[src/rtl/boot_ovl_pkg.sv]
package boot_ovl_pkg;
  localparam int unsigned ROM_DEPTH = 32;
  localparam int unsigned IDX_W     = $clog2(ROM_DEPTH);

  localparam logic [7:0] OFS_CMD  = 8'd0;
  localparam logic [7:0] OFS_SECT = 8'd2;
  localparam logic [7:0] OFS_DATA = 8'd3;
  localparam logic [7:0] OFS_WAIT = 8'd4;

  typedef struct packed {
    logic rd;
    logic kill;
  } bus_dec_t;

  function automatic logic [7:0] boot_byte(input logic [IDX_W-1:0] idx,
                                           input logic [7:0] base,
                                           input logic [7:0] cmd,
                                           input logic [15:0] entry);
    logic [7:0] b;
    case (idx)
      5'h00: b = 8'hDB;              // in wait
      5'h01: b = base + OFS_WAIT;
      5'h02: b = 8'hAF;              // xra a
      5'h03: b = 8'h6F;              // mov l,a
      5'h04: b = 8'h67;              // mov h,a
      5'h05: b = 8'h3C;              // inr a -> sector 1
      5'h06: b = 8'hD3;              // out sector
      5'h07: b = base + OFS_SECT;
      5'h08: b = 8'h3E;              // mvi a,cmd
      5'h09: b = cmd;
      5'h0A: b = 8'hD3;              // out command
      5'h0B: b = base + OFS_CMD;
      5'h0C: b = 8'hDB;              // loop: in wait
      5'h0D: b = base + OFS_WAIT;
      5'h0E: b = 8'hB7;              // ora a
      5'h0F: b = 8'hF2;              // jp done (bit7 low)
      5'h10: b = 8'h19;
      5'h11: b = 8'h00;
      5'h12: b = 8'hDB;              // in data
      5'h13: b = base + OFS_DATA;
      5'h14: b = 8'h77;              // mov m,a
      5'h15: b = 8'h23;              // inx h
      5'h16: b = 8'hC3;              // jmp loop
      5'h17: b = 8'h0C;
      5'h18: b = 8'h00;
      5'h19: b = 8'hDB;              // done: in status
      5'h1A: b = base + OFS_CMD;
      5'h1B: b = 8'hB7;              // ora a
      5'h1C: b = 8'hCA;              // jz entry
      5'h1D: b = entry[7:0];
      5'h1E: b = entry[15:8];
      default: b = 8'h76;            // hlt
    endcase
    return b;
  endfunction
endpackage

[src/rtl/ovl_bus_decode.sv]
module ovl_bus_decode
  import boot_ovl_pkg::*;
#(
  parameter int unsigned KILL_BIT = 5
) (
  input  logic                smemr_i,
  input  logic                pdbin_i,
  input  logic                phase1_i,
  input  logic                psync_i,
  input  logic                sfetch_i,
  input  logic [KILL_BIT:0]   addr_i,
  output bus_dec_t            dec_o
);
  always_comb begin
    dec_o.rd   = smemr_i & pdbin_i;
    dec_o.kill = addr_i[KILL_BIT] & phase1_i & psync_i & sfetch_i;
  end
endmodule

[src/rtl/ovl_arm.sv]
module ovl_arm (
  input  logic clk_i,
  input  logic rst_ni,
  input  logic strap_i,
  input  logic kill_i,
  output logic armed_o
);
  logic armed_q;

  always_ff @(posedge clk_i or negedge rst_ni) begin
    if (!rst_ni)                armed_q <= 1'b1;
    else if (kill_i || !strap_i) armed_q <= 1'b0;
  end

  assign armed_o = armed_q;

  a_r3_kill_disarms: assert property (@(posedge clk_i) disable iff (!rst_ni)
    kill_i |=> !armed_q);
  a_r8_strap_disarms: assert property (@(posedge clk_i) disable iff (!rst_ni)
    !strap_i |=> !armed_q);
  a_r3_off_sticks: assert property (@(posedge clk_i) disable iff (!rst_ni)
    !armed_q |=> !armed_q);
endmodule

[src/rtl/ovl_rom.sv]
module ovl_rom
  import boot_ovl_pkg::*;
#(
  parameter logic [7:0]  PORT_BASE = 8'hF8,
  parameter logic [7:0]  READ_CMD  = 8'h8C,
  parameter logic [15:0] ENTRY     = 16'h007D
) (
  input  logic [IDX_W-1:0] idx_i,
  input  logic             sel_i,
  output logic [7:0]       data_o
);
  logic [7:0] table_w [ROM_DEPTH];

  for (genvar g = 0; g < ROM_DEPTH; g++) begin : g_byte
    assign table_w[g] = boot_byte(IDX_W'(g), PORT_BASE, READ_CMD, ENTRY);
  end

  assign data_o = sel_i ? table_w[idx_i] : 8'h00;
endmodule

[src/rtl/boot_overlay.sv]
module boot_overlay
  import boot_ovl_pkg::*;
#(
  parameter logic [7:0]  PORT_BASE = 8'hF8,
  parameter logic [7:0]  READ_CMD  = 8'h8C,
  parameter logic [15:0] ENTRY     = 16'h007D
) (
  input  logic       clk_i,
  input  logic       rst_ni,
  input  logic       boot_en_i,
  input  logic       smemr_i,
  input  logic       pdbin_i,
  input  logic       phase1_i,
  input  logic       psync_i,
  input  logic       sfetch_i,
  input  logic [5:0] addr_i,
  output logic       phantom_no,
  output logic       rom_cs_no,
  output logic [7:0] data_o,
  output logic       data_oe_o
);
  localparam int unsigned KILL_BIT = IDX_W;

  bus_dec_t dec;
  logic     armed;
  logic     live;

  ovl_bus_decode #(.KILL_BIT(KILL_BIT)) u_dec (
    .smemr_i (smemr_i),
    .pdbin_i (pdbin_i),
    .phase1_i(phase1_i),
    .psync_i (psync_i),
    .sfetch_i(sfetch_i),
    .addr_i  (addr_i),
    .dec_o   (dec)
  );

  ovl_arm u_arm (
    .clk_i  (clk_i),
    .rst_ni (rst_ni),
    .strap_i(boot_en_i),
    .kill_i (dec.kill),
    .armed_o(armed)
  );

  // the exit fetch itself must come from system memory
  assign live = armed & boot_en_i & dec.rd & ~dec.kill;

  ovl_rom #(.PORT_BASE(PORT_BASE), .READ_CMD(READ_CMD), .ENTRY(ENTRY)) u_rom (
    .idx_i (addr_i[IDX_W-1:0]),
    .sel_i (live),
    .data_o(data_o)
  );

  assign phantom_no = ~live;
  assign rom_cs_no  = ~live;
  assign data_oe_o  = live;

  a_r2_read_only: assert property (@(posedge clk_i) disable iff (!rst_ni)
    !phantom_no |-> (smemr_i && pdbin_i));
  a_r2_idle_data_zero: assert property (@(posedge clk_i) disable iff (!rst_ni)
    phantom_no |-> (data_o == 8'h00));
  a_r3_exit_not_driven: assert property (@(posedge clk_i) disable iff (!rst_ni)
    (addr_i[5] && phase1_i && psync_i && sfetch_i) |-> (phantom_no && !data_oe_o));
  a_r8_strap_low_quiet: assert property (@(posedge clk_i) disable iff (!rst_ni)
    !boot_en_i |-> phantom_no);
endmodule

[config.mk]
export PLATFORM = sky130hd
export DESIGN_NAME = boot_overlay
export DESIGN_NICKNAME = d
export VERILOG_FILES = /design/src/rtl/boot_ovl_pkg.sv /design/src/rtl/ovl_bus_decode.sv /design/src/rtl/ovl_arm.sv /design/src/rtl/ovl_rom.sv /design/src/rtl/boot_overlay.sv
export SDC_FILE = /design/constraint.sdc
export NUM_CORES = 1
export LEC_CHECK = 0
export BUFFER_PORTS_ARGS = -buffer_cell sky130_fd_sc_hd__buf_2
export CELL_PAD_IN_SITES_DETAIL_PLACEMENT = 0
export CELL_PAD_IN_SITES_GLOBAL_PLACEMENT = 1
export CORE_ASPECT_RATIO = 0.9
export CORE_MARGIN = 1.5
export CORE_UTILIZATION = 34
export CTS_CLUSTER_DIAMETER = 30
export CTS_CLUSTER_SIZE = 8
export DETAILED_ROUTE_END_ITERATION = 7
export GPL_ROUTABILITY_DRIVEN = 0
export MAX_ROUTING_LAYER = met4
export PLACE_DENSITY = 0.81
export REMOVE_ABC_BUFFERS = 1
export SETUP_SLACK_MARGIN = 0.15
export SLEW_MARGIN = 20
export SYNTH_ARGS = -nofsm -noshare
export SYNTH_HDL_FRONTEND = slang
export SYNTH_SLANG_ARGS = --single-unit
export TNS_END_PERCENT = 10
[constraint.sdc]
create_clock -name clk_i -period 2.9 [get_ports clk_i]
set_input_delay 0.29 -clock clk_i [delete_from_list [all_inputs] [get_ports clk_i]]
set_output_delay 0.29 -clock clk_i [all_outputs]
set_load 0.05 [all_outputs]
### After elaboration in Yosys (flattened, before gate mapping)

Memories as Yosys holds them, arrays and structs flattened.
Cells that the tools add are included.

* memories: 1
* word-level logic and storage cells: 18
* input port bits: 14
* ROM bits: 256
* flip-flop bits (word level): 1
* output and inout port bits: 11

* bitwise logic cells: 10
* reduce and logical (&&, ||, !) cells: 2
* magnitude comparators: 1
* muxes and demuxes: 3

Memories
* (no name shown): words 32, width 8, read ports 1, clocked after memory_dff 0, wr ports 0, line ovl_rom.sv:18 `assign data_o = sel_i ? table_w[idx_i] : 8'h00;`

Operators with widths (number)
* 8-bit 2-to-1 mux: 3
* 1-bit bitwise AND: 7
* 6-bit greater-or-equal comparator, second input constant: 1
* 5-bit inverter with 6-bit output: 1
* 1-bit inverter: 2
* 1-bit zero test: 1
* 1-bit logical OR: 1

### Depth between registers and ports, before layout

Gate-level depths: netlist of run 1.

* depth in word-level cells: 6
* gate-level depth with buffers: 7
* depth with buffers taken out: 6

### Hierarchy

From an unflattened synthesis of run 1, not the netlist that was laid out.

* cells, all modules: 85
* area total of the unflattened synthesis: 628.1 µm²

Modules (own cells, without submodules)
* ovl_rom: area an instance 551.8 µm², cells each 78, instances 1, seq. area each 0.0 µm²
* ovl_arm: area an instance 35.0 µm², cells each 2, instances 1, seq. area each 26.3 µm²
* boot_overlay: area an instance 26.3 µm², cells each 3, instances 1, seq. area each 0.0 µm²
* ovl_bus_decode: area an instance 15.0 µm², cells each 2, instances 1, seq. area each 0.0 µm²

### Worst setup path after synthesis of run 1

No wires, ideal clock.

* path kind: reg2out
* start: reg u_arm.armed_q, in the netlist u_arm.armed_o
* end: out data_o[4]
* arrival time: 3052 ps
* buffers on the path: 0
* data required time: 2610 ps
* path slack: -442 ps
* stages on the path, launching flop included: 6
* cells stage by stage: dfstp_2 -> and3_1 -> nand3_1 -> inv_1 -> nand2b_1 -> o21ai_0

* cells in the longest elaborated chain, start to end: 4

Ends and longest elaborated chain
* from (decl): line ovl_arm.sv:8 `logic armed_q;`
* from (signal assigned): line ovl_arm.sv:11 `if (!rst_ni) armed_q <= 1'b1;`
* from (signal assigned): line ovl_arm.sv:12 `else if (kill_i || !strap_i) armed_q <= 1'b0;`
* 1-bit bitwise AND (3 in series): line boot_overlay.sv:47 `assign live = armed & boot_en_i & dec.rd & ~dec.kill;`
* named net data_oe_o: line boot_overlay.sv:20 `output logic data_oe_o`
* 8-bit 2-to-1 mux: line ovl_rom.sv:18
* to (decl): line boot_overlay.sv:19 `output logic [7:0] data_o,`

The timed path passes the listed nets, and every way through them passes these cells.

### Final worst setup path of run 1

* start: in addr_i[0]
* end: out data_o[6]

* cells in the longest elaborated chain, start to end: 5

Ends and longest elaborated chain
* from (decl): line boot_overlay.sv:16 `input logic [5:0] addr_i,`
* 5-bit inverter with 6-bit output (implied by the code): line ovl_rom.sv:18
* memory read 32 x 8 bit
* 8-bit 2-to-1 mux (implied by the code) (2 in series): line ovl_rom.sv:18
* 8-bit 2-to-1 mux: line ovl_rom.sv:18

No other way between the ends. The select of a mux whose other input is x is not followed.

==> flow_metrics.tcl, run 1 <==
set metrics [dict create \
    status "finished, final reports clean" \
    maxSlewViolCount 0 \
    crit_path_start_kind "input port" \
    chipHeight_um 43.2 \
    crit_start "addr_i[0]" \
    yosysWarningCount 0 \
    dominantRegCellSynth "dfstp_2" \
    least_margin_pin_slew_ns 0.393 \
    share_of_the_clock_period_used_by_the_worst_path_after_layout_pct 74.8 \
    post_layout_nonfiller_instances 125 \
    antenna_violations_before_repair 0 \
    multi_input_comb_area_um2 531 \
    synthesis.area_um2 609 \
    ant_nets 0 \
    fin_nets 125 \
    die_area_um2 2060 \
    largest_net_degree_at_the_start_of_global_routing 28 \
    cap_viol_max_count 0 \
    drtIter0Drc 35 \
    layout-drive-gt1-share_pct 29.7 \
    synth_seq_cells 1 \
    fill_cells 184 \
    routed_via_density 5.43 \
    global_route_wire_length_before_repair_um 2480 \
    synthesis.instances 86 \
    grt.overflow.total 0 \
    timing.hold.worst.class "input port to async pin" \
    peakVddDrop_mv 0.0456 \
    layout_setup_ws_ns 0.730 \
    final.min_clock_period_ns 2.17 \
    critical_path_class "input port to output pin" \
    groute.usage.overall_pct 15.9 \
    timing.final.setup_violations 0 \
    capturing_element_type_of_the_critical_path "output pin" \
    clock_insertion_delay_worst_skew_ns 0 \
    area_of_the_core_region_um2 1680 \
    route.final.wire_length_um 1530 \
    timing.fmax_ghz 0.461 \
    ios 25 \
    buffer_ports.inserted 24 \
    fp.dieW_um 47.6 \
    worst_r2r_path_depth 1 \
    yosys.cell_types.count 37 \
    routed-via-count 679 \
    cp_data_required_time_ns 2.61 \
    first_global_vias 527 \
    post-synth-top-area-fraction_pct 16.4 \
    layout_commonest_cell "buf_2" \
    avg_wl_per_cell_um 12.3 \
    standard_cell_rows 14 \
    synth-async-reset-ratio_pct 100 \
    path_clk_slew_ns 0 \
    skew_ns 0 \
    mostFrequentLayoutCells "buf_2, o21ai_0, ha_1, nand2_1, nand2b_1" \
    synth.top_cells.by_area "ha_1, o21ai_0, nand2b_1" \
    worstPathArrival_ns 1.88 \
    synth-edff-count 0 \
    postCtsHoldBufs 0 \
    ff_latch_area_um2 26.3 \
    netlist.top_cell.by_area "ha_1" \
    critical_path_peak_fanout 13 \
    powerDensity_nw_per_um2 122 \
    slew_headroom_pct 73.8 \
    timing.final.hold_violations 0 \
    post-dp-hpwl_um 1160 \
    synth_sequential_area_ratio_pct 4.31 \
    largest_register_ffs 1 \
    post_place_setup_slack_ns 0.773 \
    whs_ns 0.224 \
    p_leak_nw 0.341 \
    drc_errors 0 \
    place_inst 125 \
    total_power_w 0.0000877 \
    grt_setup_unrepaired "no" \
    diodes 0 \
    floorplan.initialDensity_pct 36.2 \
    regToRegStartpoint "u_arm.armed_o" \
    post_cts_resize_count 0 \
    area.growth.synth_to_final_pct 17.9 \
    post_cts.repair.setup_buffers 0 \
    synth_area_per_cell_um2 7.09 \
    firstDrtPassIters 4 \
    fin_setup_tns_ns 0 \
]
## critical path, cell delays in order
cell,delay [ns]
buf_2,0.23
inv_1,0.14
ha_1,0.34
nand2b_1,0.19
nor3b_1,0.23
a31oi_1,0.07
o22ai_1,0.12
buf_2,0.28
## metal layers
metal  GRT usage (%)  part of all wire (%)  vias up
met3               0                   4.5        0
met1            27.0                    50      311
met2            22.2                    45       18
met4               0                     0        0
li1                -                     -      350
met5               -                     0        -
## metrics by stage
stage	area, um^2	util [%]
2_1_floorplan	568	-
3_3_place_gp	718	42.7
3_5_place_dp	718	42.7
4_1_cts	718	42.7
5_1_grt	718	42.7
6_report	718	42.7
## power by group
part | internal (W) | total, W | leakage (nW) | switching (W)
logic | 0.0000324 | 0.0000735 | 0.331 | 0.0000410
registers | 0.0000142 | 0.0000142 | 0.0103 | 0
clock network | 0 | 0 | 0 | 0
total | 0.0000466 | 0.0000877 | 0.341 | 0.0000410
## area by class of cell
type	instances	share of cell area, %
multi-input combinational	73	73.9
inverter	3	1.57
tap	24	4.18
sequential	1	3.66
timing repair buffer	24	16.7
## kinds of logic (layout without fill, tap and decap cells)
kind of cell / count (synthesis) / count (layout) / share of synthesized area, %
compound gates: 29 / 29 / 32.4
buf+inv: 12 / 27 / 8.62
mux: 4 / 4 / 9.44
simple gates: 32 / 32 / 28.7
fa+ha+maj: 8 / 8 / 16.4
flops: 1 / 1 / 4.31
## final timing paths
path	to	slack (ns)
worst max-delay path	data_o[6]	0.73
worst min-delay path	u_arm.armed_o	0.22
worst max register to register	u_arm.armed_o	2.17
worst min register to register	u_arm.armed_o	0.52
max in group asynchronous	u_arm.armed_o	2.66
min in group clk_i	u_arm.armed_o	0.52
## Yosys cell counts (all sizes together), types with 2 or more instances
cell and count:
nand2 7, ha 8, o31ai 3, nor2b 4, a211oi 2, mux2i 2
o21ai 9, clkbuf 5, o22ai 3, a22oi 2, o211ai 2, buf 4
nand4 2, nor2 5, nand2b 6, inv 3
Power figures use the tool's default switching activity.
==> run 2, diff against run 1 <==
- ABC_AREA: default -> 1
- CORE_UTILIZATION: 34 -> 31
- PLACE_DENSITY: 0.81 -> 0.78
- clock period: 2.9 -> 2 ns (I/O delays scaled with it)
==> run 2 against run 1 <==
Effect of this change:
- die area is 21% higher
- worst setup slack worse by 0.48 ns
- synthesized area up 11%
- final area up 7.3%
- synthesized cell count grew 49%
- clock skew is the same
- cell count rose by 36%
- worst hold slack worse by 0.092 ns
- routed wire length up 25%
- register-to-register slack worse by 0.89 ns
- critical path type unchanged
- largest power group unchanged
- highest routed layer unchanged
==> flow_metrics.tcl, run 2 <==
set metrics [dict create \
    post_cts.repair.setup_buffers 0 \
    dominantRegCellSynth "dfstp_2" \
    fin_setup_tns_ns 0 \
    standard_cell_rows 15 \
    clock_insertion_delay_worst_skew_ns 0 \
    peakVddDrop_mv 0.0941 \
    least_margin_pin_slew_ns 0.318 \
    skew_ns 0 \
    grt.overflow.total 0 \
    drtIter0Drc 28 \
    area_of_the_core_region_um2 1990 \
    floorplan.initialDensity_pct 34.1 \
    firstDrtPassIters 4 \
    route.final.wire_length_um 1910 \
    status "finished, final reports clean" \
    netlist.top_cell.by_area "nand2_1" \
    post-dp-hpwl_um 1410 \
    cp_data_required_time_ns 1.80 \
    fp.dieW_um 52.3 \
    antenna_violations_before_repair 0 \
    largest_register_ffs 1 \
    timing.final.setup_violations 0 \
    postCtsHoldBufs 0 \
    slew_headroom_pct 78.8 \
    critical_path_peak_fanout 8 \
    timing.fmax_ghz 0.572 \
    synthesis.instances 128 \
    groute.usage.overall_pct 15.8 \
    layout_commonest_cell "nand2_1" \
    area.growth.synth_to_final_pct 13.7 \
    first_global_vias 661 \
    final.min_clock_period_ns 1.75 \
    critical-path-slowest-cell "ha_1" \
    place_inst 170 \
    synth-edff-count 0 \
    ios 25 \
    synth_seq_cells 1 \
    yosysWarningCount 0 \
    path_clk_slew_ns 0 \
    worst_path_most_repeated_cell "nand3_1" \
    routed-via-count 863 \
    synth-async-reset-ratio_pct 100 \
    synthesis.area_um2 678 \
    yosys.cell_count.top_type "nand2_1" \
    timing.final.hold_violations 0 \
    powerDensity_nw_per_um2 187 \
    grt_setup_unrepaired "yes" \
    post_cts_resize_count 0 \
    avg_wl_per_cell_um 11.3 \
    total_power_w 0.000144 \
    capturing_element_type_of_the_critical_path "output pin" \
    cap_viol_max_count 0 \
    largest_net_degree_at_the_start_of_global_routing 17 \
    layout-drive-gt1-share_pct 22.8 \
    share_of_the_clock_period_used_by_the_worst_path_after_layout_pct 87.5 \
    crit_path_start_kind "input port" \
    yosys.cell_types.count 20 \
    routed_via_density 5.08 \
    chipHeight_um 47.4 \
    critical_path_buf_inv_count 3 \
    maxSlewViolCount 0 \
    cp_top_family "buffers and inverters" \
    synth.top_cells.by_area "nand2_1, nand3_1, ha_1" \
    mostFrequentLayoutCells "nand2_1, nand3_1, buf_2, nor2_1" \
    post-synth-top-area-fraction_pct 26.0 \
    buffer_ports.inserted 24 \
    post_layout_nonfiller_instances 170 \
    critical_path_class "input port to output pin" \
    timing.critical_path.cells "buf_2 > inv_1 > ha_1 > nand2_1 > nand3_1 > nand3_1 > a21oi_1 > clkbuf_4" \
    synth_sequential_area_ratio_pct 3.87 \
    ant_nets 0 \
    diodes 0 \
    synth_common_cells "nand2_1, nand3_1, nor2_1" \
    die_area_um2 2480 \
    global_route_wire_length_before_repair_um 2930 \
    drc_errors 0 \
    worst_path_largest_cell_delay_ns 0.40 \
    worstPathArrival_ns 1.55 \
    timing.hold.worst.class "input port to async pin" \
    p_leak_nw 0.432 \
    fin_nets 169 \
    synth_area_per_cell_um2 5.30 \
]
-- run 2: cell types whose count changed in the layout (fill, tap and decap cells not counted), moves of 4 or more --
cell	before	now
nand2b_1	6	0
nor2_1	5	11
nand2_1	7	47
o21ai_0	9	4
inv_1	2	8
nor2b_1	4	0
nand3_1	1	24
a21oi_1	1	5
-- run 2: cell type report --
cell class	count	area [um^2]
repair buffers	25	130
well taps	25	31.3
fillers	240	1220
inverters	10	40.0
flip-flops and latches	1	26.3
multi-input cells	109	543
-- run 2: path summary, 6_finish.rpt --
kind / to / slack, ns / startpoint / depth (start not counted)
worst max-delay path: data_o[2] / 0.25 / addr_i[0] / 8
worst min-delay path: u_arm.armed_o / 0.13 / rst_ni / 1
worst max register to register: u_arm.armed_o / 1.28 / u_arm.armed_o / 2
worst min register to register: u_arm.armed_o / 0.45 / u_arm.armed_o / 2
max in group asynchronous: u_arm.armed_o / 1.85 / rst_ni / 1
min in group clk_i: u_arm.armed_o / 0.40 / boot_en_i / 3
-- run 2: logic make-up after synthesis --
group | after synthesis | share of synthesized area (%)
DFF | 1 | 3.88
buffers and inverters | 18 | 16.0
and+or+nand+nor | 89 | 56.1
AOI/OAI and AO/OA | 12 | 9.23
adders and majority gates | 8 | 14.8
-- run 2: layer usage --
metal | up-vias | share of wire [%] | global-route usage, %
li1 | 446 | - | -
met1 | 368 | 47 | 23.6
met2 | 49 | 44 | 24.8
met3 | 0 | 9.4 | 0.955
met4 | 0 | 0 | 0
met5 | - | 0 | -
-- run 2: per-stage QoR --
| stage | utilization (%) | hold slack (ns) | setup WS, ns | cell area, um^2 |
|---|---|---|---|---|
| floorplan | - | 0.0522 | -0.924 | 609 |
| global placement | 38.6 | 0.133 | 0.274 | 768 |
| detailed placement | 38.6 | 0.133 | 0.233 | 768 |
| CTS | 38.6 | 0.133 | 0.232 | 768 |
| global route | 38.7 | 0.146 | 0.132 | 771 |
| finish | 38.7 | 0.132 | 0.250 | 771 |
-- run 2: power by group --
part / switching [W] / leakage [nW] / internal, W
logic: 0.0000803 / 0.422 / 0.0000434
registers: 0 / 0.0103 / 0.0000206
clock network: 0 / 0 / 0
total: 0.0000803 / 0.432 / 0.0000640
==> run 3, diff against run 2 <==
- clock period: 2 -> 1.9 ns (I/O delays scaled with it)
==> run 3 against run 2 <==
Effect of this change:
- die area is the same
- first-iteration DRC count grew 18%
- clock skew is the same
- critical path depth is the same
- routed wire length grew 3.2%
- worst setup slack lost 0.021 ns
- final area grew 8.1%
- utilization grew 3.1 points
- cell count grew 1.8%
- power grew 13%
- worst hold slack lost 0.0098 ns
- sequential share of layout area shrank 0.26 points
- largest power group unchanged
- highest routed layer unchanged
==> flow_metrics.tcl, run 3 (synthesis results as in run 2) <==
set metrics [dict create \
    status "finished, final reports clean" \
    share_of_the_clock_period_used_by_the_worst_path_after_layout_pct 87.9 \
    power.share.combinational_pct 86.7 \
    switching_share_pct 54.0 \
    antenna_violations_before_repair 0 \
    slew_headroom_pct 78.1 \
    largest_register_ffs 1 \
    timing.fmax_ghz 0.599 \
    skew_ns 0 \
    routed-via-count 876 \
    area_of_the_core_region_um2 1990 \
    crit_path_start_kind "input port" \
    fin_area_um2 833 \
    fp.dieW_um 52.3 \
    capturing_element_type_of_the_critical_path "output pin" \
    clock_insertion_delay_worst_skew_ns 0 \
    grt_setup_unrepaired "yes" \
    p_leak_nw 0.438 \
    chipHeight_um 47.4 \
    place_area_um2 768 \
    ios 25 \
    critical_path_class "input port to output pin" \
    avg_wl_per_cell_um 11.4 \
    timing.hold.worst.class "input port to async pin" \
    seq_power_share_pct 13.3 \
    area.growth.synth_to_final_pct 22.9 \
    final.min_clock_period_ns 1.67 \
    route.final.wire_length_um 1980 \
    largest_net_degree_at_the_start_of_global_routing 17 \
    drc_errors 0 \
    drtIter0Drc 33 \
    routed_via_density 5.06 \
    cp_data_required_time_ns 1.71 \
    worstPathArrival_ns 1.48 \
    mostFrequentLayoutCells "nand2_1, nand3_1, buf_2, nor2_1, inv_1" \
    p_clk_share_pct 0 \
    standard_cell_rows 15 \
    maxSlewViolCount 0 \
    firstDrtPassIters 4 \
    first_global_vias 665 \
    netSwitchingPower_w 0.0000883 \
    grt.overflow.total 0 \
    regToRegStartpoint "u_arm.armed_o" \
    worst_r2r_path_depth 2 \
    layout_setup_ws_ns 0.230 \
    cap_viol_max_count 0 \
    timing.final.setup_violations 0 \
    floorplan.initialDensity_pct 34.1 \
    post-dp-hpwl_um 1450 \
    reg2reg_setup_slack_ns 1.19 \
    crit_start "addr_i[1]" \
    ant_nets 0 \
    layout-drive-gt1-share_pct 27.0 \
    buffer_ports.inserted 24 \
    postLayoutCoreUtil_pct 41.9 \
    groute.usage.overall_pct 15.7 \
    peakVddDrop_mv 0.0764 \
    fin_nets 172 \
    post_place_setup_slack_ns 0.162 \
    layout_commonest_cell "nand2_1" \
    diodes 0 \
    critical_path_peak_fanout 8 \
    path_clk_slew_ns 0 \
    die_area_um2 2480 \
    regToRegEndpoint "u_arm.armed_o" \
    p_int_w 0.0000751 \
    powerDensity_nw_per_um2 196 \
    global_route_wire_length_before_repair_um 2900 \
    least_margin_pin_slew_ns 0.328 \
    critPathCapture "data_o[2]" \
    fill_cells 236 \
    timing.final.hold_violations 0 \
    postCtsHoldBufs 0 \
]
run 3: stage by stage:
| step | total power, W | cells | TNS, ns | hold WS [ns] |
|---|---|---|---|---|
| floorplan | 0.000101 | 120 | -4.26 | 0.0422 |
| global placement | 0.000151 | 170 | 0 | 0.123 |
| detailed placement | 0.000149 | 170 | 0 | 0.123 |
| CTS | 0.000150 | 170 | 0 | 0.123 |
| global route | 0.000180 | 173 | 0 | 0.136 |
| finish | 0.000163 | 173 | 0 | 0.122 |
run 3: cell type report:
type                            instances  area, um^2  share of cell area (%)
Multi-Input combinational cell        109         566                    67.9
Timing Repair Buffer                   28         166                    20.0
Inverter                               10        43.8                    5.26
Tap cell                               25        31.3                    3.75
Sequential cell                         1        26.3                    3.15
run 3: power groups by stage:
stage / logic [W] / registers (W) / clock network, W
CTS: 0.000128 / 0.0000217 / 0
detailed placement: 0.000128 / 0.0000217 / 0
global placement: 0.000129 / 0.0000217 / 0
floorplan: 0.0000792 / 0.0000217 / 0
global route: 0.000158 / 0.0000217 / 0
finish: 0.000142 / 0.0000217 / 0
run 3: worst max-delay path, stage by stage:
cell	delay (ns)
buf_2	0.16
inv_1	0.16
ha_4	0.33
nand2_1	0.08
nand3_1	0.11
nand3_1	0.08
a21oi_1	0.13
clkbuf_4	0.24
run 3: how the worst min path moves through the flow:
stage	slack [ns]	depth (start not counted)	endpoint
6_report	0.12	1	u_arm.armed_o
5_1_grt	0.14	1	u_arm.armed_o
4_1_cts	0.12	1	u_arm.armed_o
3_5_place_dp	0.12	1	u_arm.armed_o
3_3_place_gp	0.12	1	u_arm.armed_o
2_1_floorplan	0.04	0	u_arm.armed_o
run 3: what timing repair did:
item                                    CTS  global route
endpoints found under the setup margin    0             7
setup buffers                             0             3
gates resized for setup                   0            12
run 3: per-layer routing:
metal | wire length, um | global-route usage (%)
met5 | 0 | -
met4 | 0 | 1.03
met3 | 176 | 0
met2 | 932 | 26.3
met1 | 866 | 22.5
